$ cat config.mk
export PLATFORM = sky130hd
export DESIGN_NAME = fracdiv_commit
export DESIGN_NICKNAME = d
export VERILOG_FILES = /design/src/rtl/fracdiv_pkg.sv /design/src/rtl/fracdiv_stage.sv /design/src/rtl/fracdiv_commit_ctl.sv /design/src/rtl/fracdiv_active.sv /design/src/rtl/fracdiv_commit.sv
export SDC_FILE = /design/constraint.sdc
export NUM_CORES = 1
export LEC_CHECK = 0
export BUFFER_PORTS_ARGS = -buffer_cell sky130_fd_sc_hd__buf_4
export CAP_MARGIN = 5
export CORE_UTILIZATION = 45
export DETAILED_ROUTE_END_ITERATION = 8
export GPL_TIMING_DRIVEN = 1
export PLACE_DENSITY_LB_ADDON = 0.08
export RECOVER_POWER = 25
export SLEW_MARGIN = 20
export SYNTH_ARGS = -nofsm -noshare
export SYNTH_HDL_FRONTEND = slang
export SYNTH_HIERARCHICAL = 1
export SYNTH_SLANG_ARGS = --single-unit
$ cat constraint.sdc
create_clock -name clk -period 1.3 [get_ports clk]
set_input_delay 0.065 -clock clk [delete_from_list [all_inputs] [get_ports clk]]
set_output_delay 0.065 -clock clk [all_outputs]
set_load 0.02 [all_outputs]
$ cat src/rtl/fracdiv_pkg.sv
package fracdiv_pkg;

  typedef enum logic [1:0] {
    MODE_INTN = 2'd0,
    MODE_F16  = 2'd1,
    MODE_F24  = 2'd2,
    MODE_SPARE = 2'd3
  } div_mode_e;

  typedef enum logic [1:0] {
    SEL_INT  = 2'd0,
    SEL_FLO  = 2'd1,
    SEL_FHI  = 2'd2,
    SEL_NONE = 2'd3
  } reg_sel_e;

  function automatic logic is_integer_mode(input div_mode_e m);
    return (m == MODE_INTN) || (m == MODE_SPARE);
  endfunction

endpackage

$ cat src/rtl/fracdiv_stage.sv
module fracdiv_stage
  import fracdiv_pkg::*;
#(
  parameter int DATA_W = 16,
  parameter int INT_W  = 12,
  parameter int LO_W   = 16,
  parameter int HI_W   = 8
) (
  input  logic              clk,
  input  logic              rst_n,
  input  logic              wr_en,
  input  reg_sel_e          wr_sel,
  input  logic [DATA_W-1:0] wr_data,
  output logic [INT_W-1:0]  stg_int,
  output logic [LO_W-1:0]   stg_lo,
  output logic [HI_W-1:0]   stg_hi
);

  localparam int NFIELD = 3;

  logic [NFIELD-1:0] field_we;

  always_comb begin
    field_we    = '0;
    field_we[0] = wr_en && (wr_sel == SEL_INT);
    field_we[1] = wr_en && (wr_sel == SEL_FLO);
    field_we[2] = wr_en && (wr_sel == SEL_FHI);
  end

  always_ff @(posedge clk or negedge rst_n) begin
    if (!rst_n) begin
      stg_int <= '0;
      stg_lo  <= '0;
      stg_hi  <= '0;
    end else begin
      if (field_we[0]) stg_int <= wr_data[INT_W-1:0];
      if (field_we[1]) stg_lo  <= wr_data[LO_W-1:0];
      if (field_we[2]) stg_hi  <= wr_data[HI_W-1:0];
    end
  end

endmodule

$ cat src/rtl/fracdiv_commit_ctl.sv
module fracdiv_commit_ctl
  import fracdiv_pkg::*;
(
  input  logic      clk,
  input  logic      rst_n,
  input  logic      wr_en,
  input  reg_sel_e  wr_sel,
  input  div_mode_e mode,
  input  logic      pll_en,
  input  logic      fastlock_en,
  output logic      commit_int,
  output logic      commit_frac,
  output logic      fastlock_pulse,
  output logic      loaded
);

  logic int_mode;
  logic commit_any;

  always_comb begin
    int_mode    = is_integer_mode(mode);
    commit_int  = wr_en && (wr_sel == SEL_INT) && int_mode;
    commit_frac = wr_en && (wr_sel == SEL_FLO) && !int_mode;
    commit_any  = commit_int || commit_frac;
  end

  always_ff @(posedge clk or negedge rst_n) begin
    if (!rst_n) begin
      fastlock_pulse <= 1'b0;
      loaded         <= 1'b0;
    end else begin
      fastlock_pulse <= commit_any && fastlock_en;
      if (!pll_en)
        loaded <= 1'b0;
      else if (commit_any)
        loaded <= 1'b1;
    end
  end

endmodule

$ cat src/rtl/fracdiv_active.sv
module fracdiv_active
  import fracdiv_pkg::*;
#(
  parameter int INT_W = 12,
  parameter int LO_W  = 16,
  parameter int HI_W  = 8
) (
  input  logic                 clk,
  input  logic                 rst_n,
  input  logic                 commit_int,
  input  logic                 commit_frac,
  input  div_mode_e            mode,
  input  logic [INT_W-1:0]     new_int,
  input  logic [INT_W-1:0]     stg_int,
  input  logic [HI_W-1:0]      stg_hi,
  input  logic [LO_W-1:0]      new_lo,
  output logic [INT_W-1:0]     act_int,
  output logic [LO_W+HI_W-1:0] act_frac
);

  localparam int FRAC_W = LO_W + HI_W;

  logic [HI_W-1:0] hi_apply;

  always_comb hi_apply = (mode == MODE_F24) ? stg_hi : '0;

  always_ff @(posedge clk or negedge rst_n) begin
    if (!rst_n) begin
      act_int  <= '0;
      act_frac <= '0;
    end else if (commit_frac) begin
      act_int  <= stg_int;
      act_frac <= {hi_apply, new_lo};
    end else if (commit_int) begin
      act_int  <= new_int;
      act_frac <= {FRAC_W{1'b0}};
    end
  end

endmodule

$ cat src/rtl/fracdiv_commit.sv
module fracdiv_commit
  import fracdiv_pkg::*;
#(
  parameter int DATA_W = 16,
  parameter int INT_W  = 12,
  parameter int LO_W   = 16,
  parameter int HI_W   = 8,
  localparam int FRAC_W = LO_W + HI_W
) (
  input  logic              clk,
  input  logic              rst_n,
  input  logic              wr_valid,
  output logic              wr_ready,
  input  logic [1:0]        wr_addr,
  input  logic [DATA_W-1:0] wr_data,
  input  logic [1:0]        mode,
  input  logic              pll_en,
  input  logic              fastlock_en,
  output logic [INT_W-1:0]  act_int,
  output logic [FRAC_W-1:0] act_frac,
  output logic [INT_W-1:0]  stg_int,
  output logic [FRAC_W-1:0] stg_frac,
  output logic              fastlock_pulse,
  output logic              cp_en
);

  logic            wr_en;
  reg_sel_e        sel;
  div_mode_e       mode_e;
  logic [LO_W-1:0] stg_lo;
  logic [HI_W-1:0] stg_hi;
  logic            commit_int;
  logic            commit_frac;
  logic            loaded;

  assign wr_ready = 1'b1;
  assign wr_en    = wr_valid && wr_ready;
  assign sel      = reg_sel_e'(wr_addr);
  assign mode_e   = div_mode_e'(mode);
  assign stg_frac = {stg_hi, stg_lo};
  assign cp_en    = loaded;

  fracdiv_stage #(
    .DATA_W(DATA_W), .INT_W(INT_W), .LO_W(LO_W), .HI_W(HI_W)
  ) u_stage (
    .clk(clk), .rst_n(rst_n), .wr_en(wr_en), .wr_sel(sel), .wr_data(wr_data),
    .stg_int(stg_int), .stg_lo(stg_lo), .stg_hi(stg_hi)
  );

  fracdiv_commit_ctl u_ctl (
    .clk(clk), .rst_n(rst_n), .wr_en(wr_en), .wr_sel(sel), .mode(mode_e),
    .pll_en(pll_en), .fastlock_en(fastlock_en),
    .commit_int(commit_int), .commit_frac(commit_frac),
    .fastlock_pulse(fastlock_pulse), .loaded(loaded)
  );

  fracdiv_active #(
    .INT_W(INT_W), .LO_W(LO_W), .HI_W(HI_W)
  ) u_active (
    .clk(clk), .rst_n(rst_n), .commit_int(commit_int), .commit_frac(commit_frac),
    .mode(mode_e), .new_int(wr_data[INT_W-1:0]), .stg_int(stg_int),
    .stg_hi(stg_hi), .new_lo(wr_data[LO_W-1:0]),
    .act_int(act_int), .act_frac(act_frac)
  );

endmodule

Word-level counts from Yosys, hierarchy flattened
Cells that the tools add are included.

Reduce and logical (&&, ||, !) cells: 12. Mux-type cells: 7. Equal/unequal tests: 5.

Operators by type and width (number): $mux W24 (2); $mux W12 (2); $mux W8 (1); $eq A2 B2 Y1 const B (3); $logic_and A1 B1 Y1 (6); $logic_not A2 Y1 (2); $eq A2 B1 Y1 const B (1); $logic_or A1 B1 Y1 (2); $mux W1 (2); $ne A2 B1 Y1 const B (1); $reduce_bool A2 Y1 (1); $logic_not A1 Y1 (1).

Logic and storage cells: 31. Input port bits: 25. Register bits after elaboration: 74.

Depth between registers and ports, before layout
Gate-level depths: netlist of run 1.

Depth in word-level cells: 7. Gate-level depth with buffers: 6.

Hierarchy
The synthesis of run 1 kept the hierarchy.

By module, submodules not included: fracdiv_active (times used 1, area each 1460.2 um^2, sequential area each 900.9 um^2, cells each 108); fracdiv_stage (times used 1, area each 1378.8 um^2, sequential area each 900.9 um^2, cells each 77); fracdiv_commit_ctl (times used 1, area each 122.6 um^2, sequential area each 50.0 um^2, cells each 10); fracdiv_commit (times used 1, area each 11.3 um^2, sequential area each 0.0 um^2, cells each 2).

Least setup slack after synthesis of run 1
No wires, ideal clock.

Path type: input port to flip-flop. Start point: input port mode[1]. End point: register u_active.act_int[0]. Stages on the path: 6. Setup time: 0.123 ns. Data arrival time: 0.948 ns. Path slack: 0.229 ns. Path buffers: 2. Cells stage by stage: xor2_1 nor3_1 buf_6 buf_8 mux2i_1 o21ai_1.

Elaborated cells on any way between the ends: 8. Classes of those cells: eq/ne: 1; mux: 1; reduce/logical: 6.

RTL lines: start, declared (line fracdiv_commit.sv:16) `input logic [1:0] mode,`; $eq A2 B2 Y1 or $logic_not A2 Y1 (tied branches) (line fracdiv_pkg.sv:18) `return (m == MODE_INTN) || (m == MODE_SPARE);`; $logic_or A1 B1 Y1 * (line fracdiv_pkg.sv:18); $logic_and A1 B1 Y1 * (line fracdiv_commit_ctl.sv:22) `commit_int = wr_en && (wr_sel == SEL_INT) && int_mode;`; via commit_int (line fracdiv_commit.sv:32) `logic commit_int;`; $reduce_bool A2 Y1 (no line) *; end signal, assigned (line fracdiv_active.sv:32) `act_int <= stg_int;`; end signal, assigned (line fracdiv_active.sv:35) `act_int <= new_int;`; end, declared (line fracdiv_active.sv:17) `output logic [INT_W-1:0] act_int,`.

The timed path passes the listed nets; every way through them passes the cells marked *. A chain may end at the register's enable or synchronous reset.

Worst setup path after layout of run 1
Start point: input port mode[1]. End point: register u_active.act_frac[12].

Word-level cells in the longest chain between the ends: 5. Elaborated cells on any way between the ends: 8. Classes of those cells: eq/ne: 1; mux: 1; reduce/logical: 6.

RTL lines: $eq A2 B2 Y1 or $logic_not A2 Y1 (tied branches) (line fracdiv_pkg.sv:18); $logic_or A1 B1 Y1 * (line fracdiv_pkg.sv:18); $logic_not A1 Y1 * (line fracdiv_commit_ctl.sv:23) `commit_frac = wr_en && (wr_sel == SEL_FLO) && !int_mode;`; $logic_and A1 B1 Y1 * (line fracdiv_commit_ctl.sv:23); via commit_frac (line fracdiv_commit.sv:33) `logic commit_frac;`; $mux W24 or $reduce_bool A2 Y1 (tied branches); end signal, assigned (line fracdiv_active.sv:33) `act_frac <= {hi_apply, new_lo};`; end signal, assigned (line fracdiv_active.sv:36) `act_frac <= {FRAC_W{1'b0}};`; end, declared (line fracdiv_active.sv:18) `output logic [LO_W+HI_W-1:0] act_frac`.

Marks and branches as above.

==> impl_metrics.ini, run 1 <==
[run_status]
outcome = completed

[logic_synthesis]
async_flop_share = 1.00
synth_edf_count = 0
synth_ff_type = dfrtp_1
ys_types = 26
avgSynthCellArea_sq_um = 15.1
synth_top_area_frac = 0.623
yosysWarnings = 6
yosysSeqAreaShare = 0.623
synth_nets = 222
syn_area_sq_mm = 0.00297
synth.area.top_cells = dfrtp_1 (62%), mux2_2 (14%), a22o_1 (4.7%)
synth_largest_area_cell = dfrtp_1
synth_seq_cells = 74
synthCells = 197

[placement]
dp_hpwl_um = 4560
portBuffers = 98
place_inst = 370
gp_congestion = 0.725

[timing]
hold_violations = 0
finalMaxSlewViolations = 0
worst_slew_pin_slew_ns = 0.659
rsz0062_at_grt = false
max_freq_ghz = 0.948
setup_viol = 0
relSlewSlack = 0.560
holdWs_ns = 0.00887
fin_crit_ns = 1.06
timing.final.crit_share = 0.812
skew_ns = 0.0110

[critical_path]
reg2reg_from = u_stage/stg_hi[0]
path_max_fanout = 24
cp.required_ns = 1.58
arrival_ns = 1.34
worst-setup-path-type = in -> reg
startpoint_type = input pin
timing.reg2reg.setup_slack_ns = 0.50
cp-end-kind = flop
rr_worst_depth = 1
r2r-end = u_stage/stg_hi[0]

[floorplan]
die_h_um = 83.3
initial_utilization = 0.468
die_w_um = 83.3
core_sq_mm = 0.00635
io_pins = 100
row_count = 29
die-area_sq_mm = 0.00694

[global_routing]
grt_util_all_layers = 0.205
grt_first_pass_wirelength_um = 10900
grt_overflow = 0
grt_max_degree = 25
grt_pass1_vias = 2091
antenna_found_initial = 0

[route]
wl_um = 6640
ant_nets = 0
drc = 0
drt_iter0_drc = 73
drt-vias-per-instance = 5.15
avgRoutedWirePerCell_um = 16.5
num_vias = 2075
drtPass1Iterations = 4

[clock_network]
cts_tree = built
clk-insertion-delay-late_ns = 0.35
clk_path_buf_depth = 2
root_buffer = clkbuf_8
cts.sinks = 74
numCtsBuffers = 9
ctsResizeCount = 0
cts_htree_levels = 3
clkTransAtPathRegs_ns = 0.07

[hold_path]
min_from = wr_data[1]
whs_path_depth = 2
min_to = u_stage/stg_int[1]
hold_class = in -> reg

[cells_and_area]
postLayoutCoreUtil = 0.656
fin_nets = 346
final_cells = 403
area_growth_pct = 40.0
final_layout_size_suffix_gt1_frac = 0.512
fill_cells = 497
diodes = 0

[pwr]
power_leakage_nw = 2.00
power_density_mw_per_mm2 = 1640
p_total_mw = 6.81
vdd.ir_drop.worst_mv = 0.896

[run]
maxCapViolations = 0
-- registers in the layout (all words and copies together) (netlist names) --
| signal | cells |
|---|---|
| u_active/act_frac | 24 |
| u_active/act_int | 12 |
| u_ctl/fastlock_pulse | 1 |
| u_ctl/loaded | 1 |
| u_stage/stg_hi | 8 |
| u_stage/stg_int | 12 |
| u_stage/stg_lo | 16 |
-- critical path, stage by stage --
cell	delay, ns
buf_4	0.11
xor2_1	0.17
and4b_2	0.27
nor2_4	0.50
a22o_1	0.22
-- synth_stat cells, types with 2 or more instances --
library cell / count
a22o_1: 16
a32o_1: 8
buf_2: 2
buf_6: 8
dfrtp_1: 74
mux2_2: 36
mux2i_1: 12
nand2_1: 12
o21ai_1: 12
-- per-stage QoR --
step / TNS [ns] / setup WS (ns) / area (sq um)
3_3_place_gp: -2.39 / -0.0734 / 3800
4_1_cts: 0 / 0.260 / 4180
3_5_place_dp: -2.82 / -0.102 / 3800
5_1_grt: 0 / 0.105 / 4160
2_1_floorplan: 0 / 0.229 / 2970
6_report: 0 / 0.245 / 4160
-- cell type report --
cell class / instances / area, sq um / area share
flip-flops and latches: 74 / 1850 / 0.445
multi-input cells: 110 / 1000 / 0.240
well taps: 77 / 96.3 / 0.0231
repair buffers: 126 / 1010 / 0.243
clock buffers: 11 / 151 / 0.0364
clock inverters: 5 / 52.6 / 0.0126
-- kinds of logic after synthesis --
logic type | after synthesis | share of synthesized area
flip-flops | 74 | 0.623
multiplexers | 48 | 0.177
AO/OA/AOI/OAI | 37 | 0.0968
AND/OR/NAND/NOR | 22 | 0.0488
buffers and inverters | 13 | 0.0425
XOR/XNOR | 2 | 0.0109
other | 1 | 0.00126
-- cells in the final DEF (no fill, tap or decap), drive strengths merged, types with 2 or more instances in the layout --
master / Yosys / routed
buf: 12 / 107
dfrtp: 74 / 74
mux2: 36 / 36
dlygate4sd3: 0 / 17
a22o: 16 / 16
clkbuf: 1 / 13
mux2i: 12 / 12
nand2: 12 / 12
o21ai: 12 / 12
a32o: 8 / 8
clkinv: 0 / 3
nor2: 2 / 2
nand3b: 2 / 2
-- power breakdown --
group	switching, mW	total (mW)	leakage, nW	internal [mW]
Sequential	0.276	3.01	0.921	2.74
Combinational	1.03	1.99	0.975	0.964
Clock	0.826	1.81	0.105	0.981
Total	2.13	6.81	2.00	4.68
-- worst max path at each step --
| stage | startpoint | endpoint | slack, ns | depth (start not counted) |
|---|---|---|---|---|
| finish | mode[1] | u_active/act_frac[12] | 0.24 | 5 |
| global route | rst_n | u_active/act_int[10] | 0.11 | 3 |
| CTS | mode[1] | u_active/act_frac[7] | 0.26 | 5 |
| detailed placement | mode[1] | u_active/act_frac[7] | -0.10 | 5 |
| global placement | mode[1] | u_active/act_int[5] | -0.07 | 6 |
| floorplan | mode[1] | u_active/act_int[0] | 0.23 | 6 |
-- repair_timing --
item | 4_1_cts | 5_1_grt
setup buffers | 0 | 0
hold endpoints to repair | 115 | 0
hold buffers | 17 | 0
-- metal layers --
layer  up-vias  GRT usage  wire, um
li1        964          -         -
met1      1028      0.267      2970
met2        72      0.323      3120
met3        11     0.0646       437
met4         0     0.0752       113
met5         -          0         0
Note: power is estimated with default switching activity, not from simulation.
==> run 2: changes to the inputs <==
--- a/config.mk
+++ b/config.mk
@@ -5,6 +5,7 @@
 export SDC_FILE = /design/constraint.sdc
 export NUM_CORES = 1
 export LEC_CHECK = 0
+export ABC_AREA = 1
 export BUFFER_PORTS_ARGS = -buffer_cell sky130_fd_sc_hd__buf_4
 export CAP_MARGIN = 5
 export CORE_UTILIZATION = 45
==> constraint.sdc (replaced) <==
create_clock -name clk -period 0.95 [get_ports clk]
set_input_delay 0.0475 -clock clk [delete_from_list [all_inputs] [get_ports clk]]
set_output_delay 0.0475 -clock clk [all_outputs]
set_load 0.02 [all_outputs]
==> run 2 against run 1 <==
Global-route usage is 4.7 points higher. Hold slack better by 0.089 ns. Area after synthesis up 8.5%. Clock skew decreased by 0.0033 ns. Die area rose by 8.3%. Count of clock-buffer cells in the layout unchanged.
==> impl_metrics.ini, run 2 <==
[floorplan]
initial_utilization = 0.470
core_sq_mm = 0.00687
die_w_um = 86.7
io_pins = 100
die_h_um = 86.7
die-area_sq_mm = 0.00751
row_count = 30

[route]
ant_nets = 0
avgRoutedWirePerCell_um = 14.5
wl_met3_um = 628
wl_met2_um = 4500
drtPass1Iterations = 5
m1WireLength_um = 3900
num_vias = 3122
drc = 0
highest_layer = met4
drt-vias-per-instance = 4.96
drt_iter0_drc = 195
wl_um = 9160

[pwr]
power_density_mw_per_mm2 = 1940
p_total_mw = 9.91
vdd.ir_drop.worst_mv = 0.992
power_leakage_nw = 2.73

[hold_path]
whs_path_depth = 5
hold_class = in -> reg
min_from = wr_addr[0]
min_to = u_ctl/fastlock_pulse

[logic_synthesis]
yosysWarnings = 6
synth_largest_area_cell = dfrtp_1
syn_area_sq_mm = 0.00323
yosysSeqAreaShare = 0.574
synth_seq_cells = 74
synth_most_common_cell = nand2_1
synth_top_area_frac = 0.574
synth_nets = 381
async_flop_share = 1.00
synth_ff_type = dfrtp_1
synth.area.top_cells = dfrtp_1 (57%), nand2_1 (20%), nand4_1 (4.7%)
avgSynthCellArea_sq_um = 9.06
synth_edf_count = 0
synth_common_cells = nand2_1 (168), dfrtp_1 (74), nand3_1 (25), nand4_1 (24), nand3_2 (14)
ys_types = 20
synthCells = 356

[timing]
finalMaxSlewViolations = 0
setup_slack_ns = 0.00241
setup_viol = 0
rsz0062_at_grt = true
fin_crit_ns = 0.948
timing.final.crit_share = 0.997
hold_violations = 0
max_freq_ghz = 1.06
skew_ns = 0.00765
relSlewSlack = 0.594
fin_setup_tns_ns = 0
worst_slew_pin_slew_ns = 0.609
holdWs_ns = 0.0980

[placement]
portBuffers = 98
gp_congestion = 0.798
dp_hpwl_um = 5650
placed_area_sq_mm = 0.00410
dp_slack_ns = -0.463
place_inst = 549

[critical_path]
max_stage_delay_ns = 0.42
slowest_stage = dfrtp_1
r2r-end = u_active/act_frac[22]
worst-setup-path-type = reg -> out
cp.required_ns = 0.90
startpoint = u_stage/stg_int[4]
cp-end-kind = output pin
cp_cell_sequence = buf_6
crit_buf_inv = 1
cp_num_cells = 1
crit_family = flip-flops
timing.reg2reg.setup_slack_ns = 0.05
reg2reg_from = u_stage/stg_hi[6]
rr_worst_depth = 4
startpoint_type = flop
arrival_ns = 0.90
path_max_fanout = 3

[global_routing]
grt_util_all_layers = 0.252
grt_first_pass_wirelength_um = 14300
antenna_found_initial = 0
grt_overflow = 0
grt_max_degree = 40
grt_pass1_vias = 2846

[cells_and_area]
final_layout_size_suffix_gt1_frac = 0.384
area_growth_pct = 58.4
fill_cells = 524
fin_nets = 554
final_area_sq_mm = 0.00511
register_area_sq_mm = 0.00185
top_regs = u_active/act_frac: 24 flops, u_stage/stg_lo: 16 flops
largest_reg_flops = 24
diodes = 0
multiInputGateArea_sq_mm = 0.00117
final_cell_mix = nand2_1 (168), buf_4 (98), dfrtp_1 (74)
regMostFlops = u_active/act_frac
final_cells = 630
final_common_cell = nand2_1
postLayoutCoreUtil = 0.744

[clock_network]
cts_htree_levels = 3
clk-insertion-delay-late_ns = 0.34
cts_tree = built
clk_path_buf_depth = 2
numCtsBuffers = 9
cts.sinks = 74
root_buffer = clkbuf_8
clkTransAtPathRegs_ns = 0.07

[run]
maxCapViolations = 0

[run_status]
outcome = completed
run 2: routing by layer:
metal  track usage  up-vias
li1              -     1497
met1         0.350     1483
met2         0.400      128
met3        0.0429       14
met4        0.0909        0
met5             0        -
run 2: logic make-up (layout without fill, tap and decap cells):
family,after synthesis,count (layout),synth area share
buffers and inverters,33,210,0.0667
AO/OA/AOI/OAI,9,9,0.0171
other,1,1,0.00116
flip-flops,74,74,0.574
AND/OR/NAND/NOR,239,240,0.341
run 2: area by class of cell:
class,count,share of cell area
clock buffer,11,0.0277
clock inverter,5,0.0152
inverter,12,0.0103
multi-input combinational,250,0.229
sequential,74,0.362
tap,96,0.0235
timing repair buffer,182,0.332
run 2: worst max-delay path by stage:
stage / endpoint / slack [ns]
6_report: stg_int[4] / 0.002
5_1_grt: stg_int[4] / -0.03
3_5_place_dp: u_active/act_int[11] / -0.46
2_1_floorplan: u_active/act_int[8] / 0.01
3_3_place_gp: u_active/act_frac[22] / -0.41
4_1_cts: stg_int[9] / -0.008
run 2: report_power, final:
| part | switching [mW] | total [mW] | internal [mW] |
|---|---|---|---|
| combinational | 1.56 | 3.20 | 1.64 |
| clock | 1.12 | 2.67 | 1.54 |
| sequential | 0.387 | 4.04 | 3.65 |
| total | 3.07 | 9.91 | 6.84 |
run 2: repair_timing:
action | 4_1_cts | 5_1_grt
buffers inserted | 23 | 22
pin swaps | 1 | 2
hold buffers | 19 | 0
cloned | 1 | 0
gates resized for setup | 34 | 34
endpoints found under the setup margin | 77 | 82
hold endpoints to repair | 115 | 0
==> run 3: changes to the inputs <==
--- a/config.mk
+++ b/config.mk
@@ -16,5 +16,4 @@
 export SLEW_MARGIN = 20
 export SYNTH_ARGS = -nofsm -noshare
 export SYNTH_HDL_FRONTEND = slang
-export SYNTH_HIERARCHICAL = 1
 export SYNTH_SLANG_ARGS = --single-unit
==> run 3 against run 2 <==
The flow now finishes with violations (design-rule violations, negative setup slack). Largest power group unchanged. Area after synthesis shrank 4.0%. Die area shrank 3.9%. Sequential share of layout area grew 1.5 points. Critical endpoint is now act_int[0]. Critical path depth is the same. Largest cell class unchanged. Fmax shrank 1.0%. Sequential power grew 1%. Clock skew shrank 0.0051 ns. Wire length shrank 2.3%. Clock power shrank 22%. Count of clock-buffer cells in the layout is the same.
==> impl_metrics.ini, run 3 <==
[logic_synthesis]
synth_common_cells = nand2_1 (156), dfrtp_1 (74), o21ai_0 (35), nand3_1 (32), inv_1 (27)
yosysSeqAreaShare = 0.598
ys_types = 20
async_flop_share = 1.00
synth_seq_cells = 74
synth_ff_type = dfrtp_1
synth_largest_area_cell = dfrtp_1
syn_area_sq_mm = 0.00310
synth_nets = 381
synth.area.top_cells = dfrtp_1 (60%), nand2_1 (19%), o21ai_0 (5.7%)
avgSynthCellArea_sq_um = 8.72
synth_top_area_frac = 0.598
synthCells = 355
yosysWarnings = 0
synth_edf_count = 0
synth_most_common_cell = nand2_1

[timing]
hold_violations = 0
rsz0062_at_grt = true
setup_slack_ns = -0.00741
timing.final.crit_share = 1.01
finalMaxSlewViolations = 0
skew_ns = 0.00258
max_freq_ghz = 1.04
fin_crit_ns = 0.957
worst_slew_pin_slew_ns = 0.673
relSlewSlack = 0.551
setup_viol = 3

[critical_path]
cp.required_ns = 0.90
max_stage_delay_ns = 0.42
arrival_ns = 0.91
slowest_stage = dfrtp_1
crit_buf_inv = 1
crit_family = flip-flops
cp_cell_sequence = buf_6
startpoint_type = flop
path_max_fanout = 2
worst-setup-path-type = reg -> out
cp-end-kind = output pin

[placement]
dp_hpwl_um = 5540
dp_slack_ns = -0.174
gp_congestion = 0.790
placed_area_sq_mm = 0.00405
place_inst = 532
portBuffers = 98

[global_routing]
grt_first_pass_wirelength_um = 13800
grt_util_all_layers = 0.247
grt_overflow = 0
grt_pass1_vias = 2827
antenna_found_initial = 0
grt_max_degree = 75

[cells_and_area]
fin_nets = 548
fill_cells = 495
area_growth_pct = 58.4
final_common_cell = nand2_1
largest_reg_flops = 24
top_regs = u_active.act_frac: 24 flops, u_stage.stg_lo: 16 flops
final_cells = 602
final_area_sq_mm = 0.00490
diodes = 0
final_layout_size_suffix_gt1_frac = 0.349
final_cell_mix = nand2_1 (155), buf_4 (90), dfrtp_1 (74)
regMostFlops = u_active.act_frac

[clock_network]
cts_htree_levels = 3
clk-insertion-delay-late_ns = 0.34
clkTransAtPathRegs_ns = 0.07
numCtsBuffers = 9
cts.sinks = 74
clk_path_buf_depth = 2
root_buffer = clkbuf_8
cts_tree = built

[floorplan]
row_count = 29
die_h_um = 85.0
die_w_um = 85.0
core_sq_mm = 0.00649
initial_utilization = 0.477
die-area_sq_mm = 0.00722
io_pins = 100

[pwr]
power_leakage_nw = 2.70
vdd.ir_drop.worst_mv = 1.12
p_total_mw = 9.38
power_density_mw_per_mm2 = 1910

[run_status]
violations = design-rule violations, negative setup slack
outcome = finished with violations

[route]
drt-vias-per-instance = 5.07
drc = 6
wl_um = 8950
num_vias = 3054
drt_iter0_drc = 166
ant_nets = 0
drtPass1Iterations = 6
avgRoutedWirePerCell_um = 14.9

[run]
maxCapViolations = 0

[hold_path]
hold_class = in -> reg
[run 3: cell types whose count changed in the layout (fill, tap and decap cells not counted), moves of 3 or more]
cell | previous run | this run
inv_1 | 7 | 23
nor2_4 | 3 | 0
nand2_1 | 168 | 155
buf_4 | 98 | 90
o21ai_0 | 4 | 35
nand3_1 | 25 | 29
nand3_2 | 14 | 3
nand4_1 | 24 | 1
[run 3: logic make-up (layout without fill, tap and decap cells)]
kind of cell,after synthesis,in the layout,synth area share
adders and majority gates,1,1,0.00404
other,1,1,0.00121
buffers and inverters,46,216,0.0691
DFF,74,74,0.598
and+or+nand+nor,198,198,0.271
AOI/OAI and AO/OA,35,35,0.0566
[run 3: worst register-to-register path, delay by kind of cell (launching register included)]
family	cells	cell delay, ns
DFF	1	0.42
and+or+nand+nor	3	0.24
buffers and inverters	2	0.19
[run 3: through the flow]
stage                     hold WS (ns)  setup TNS [ns]   util
after global routing             0.129           -1.63  0.755
after detailed placement        0.0928           -6.40  0.624
final                            0.118         -0.0141  0.755
after floorplan                 -0.248               0      -
after global placement          0.0942           -5.66  0.624
after CTS                        0.112         -0.0119  0.706
[run 3: cell type report]
type	count	area, sq um	area share
clock inverters	3	17.5	0.00357
flip-flops and latches	74	1850	0.378
multi-input cells	235	1060	0.216
repair buffers	174	1630	0.332
clock buffers	11	141	0.0288
well taps	77	96.3	0.0196
inverters	28	108	0.0219
[run 3: timing repair]
item,CTS,global route
endpoints found under the hold margin,109,0
hold buffers,19,0
endpoints found under the setup margin,27,70
gates resized for setup,13,51
setup buffers,18,19
pin swaps,0,4
[run 3: routing by layer]
layer	GRT usage	share of wire	up-vias
met5	0	0	-
met4	0.0586	0.010	0
met3	0.0603	0.058	11
met2	0.428	0.52	122
met1	0.314	0.41	1486
li1	-	-	1435
[run 3: path summary, 6_finish.rpt]
path,from,endpoint,slack (ns),cells past startpoint
worst min register to register,u_active.act_frac[5],u_active.act_frac[5],0.48,2
worst max-delay path,u_active.act_int[0],act_int[0],-0.007,1
max in group asynchronous,rst_n,u_stage.stg_lo[15],0.10,3
worst min-delay path,wr_valid,u_stage.stg_int[11],0.12,4
worst max register to register,u_stage.stg_int[8],u_active.act_int[8],0,5
min in group asynchronous,rst_n,u_stage.stg_lo[0],0.38,3
[run 3: power breakdown]
group	leakage, nW	internal, mW	switching, mW
logic	1.68	1.64	1.60
clock network	0.0810	0.982	1.08
registers	0.946	3.67	0.407
total	2.70	6.29	3.09
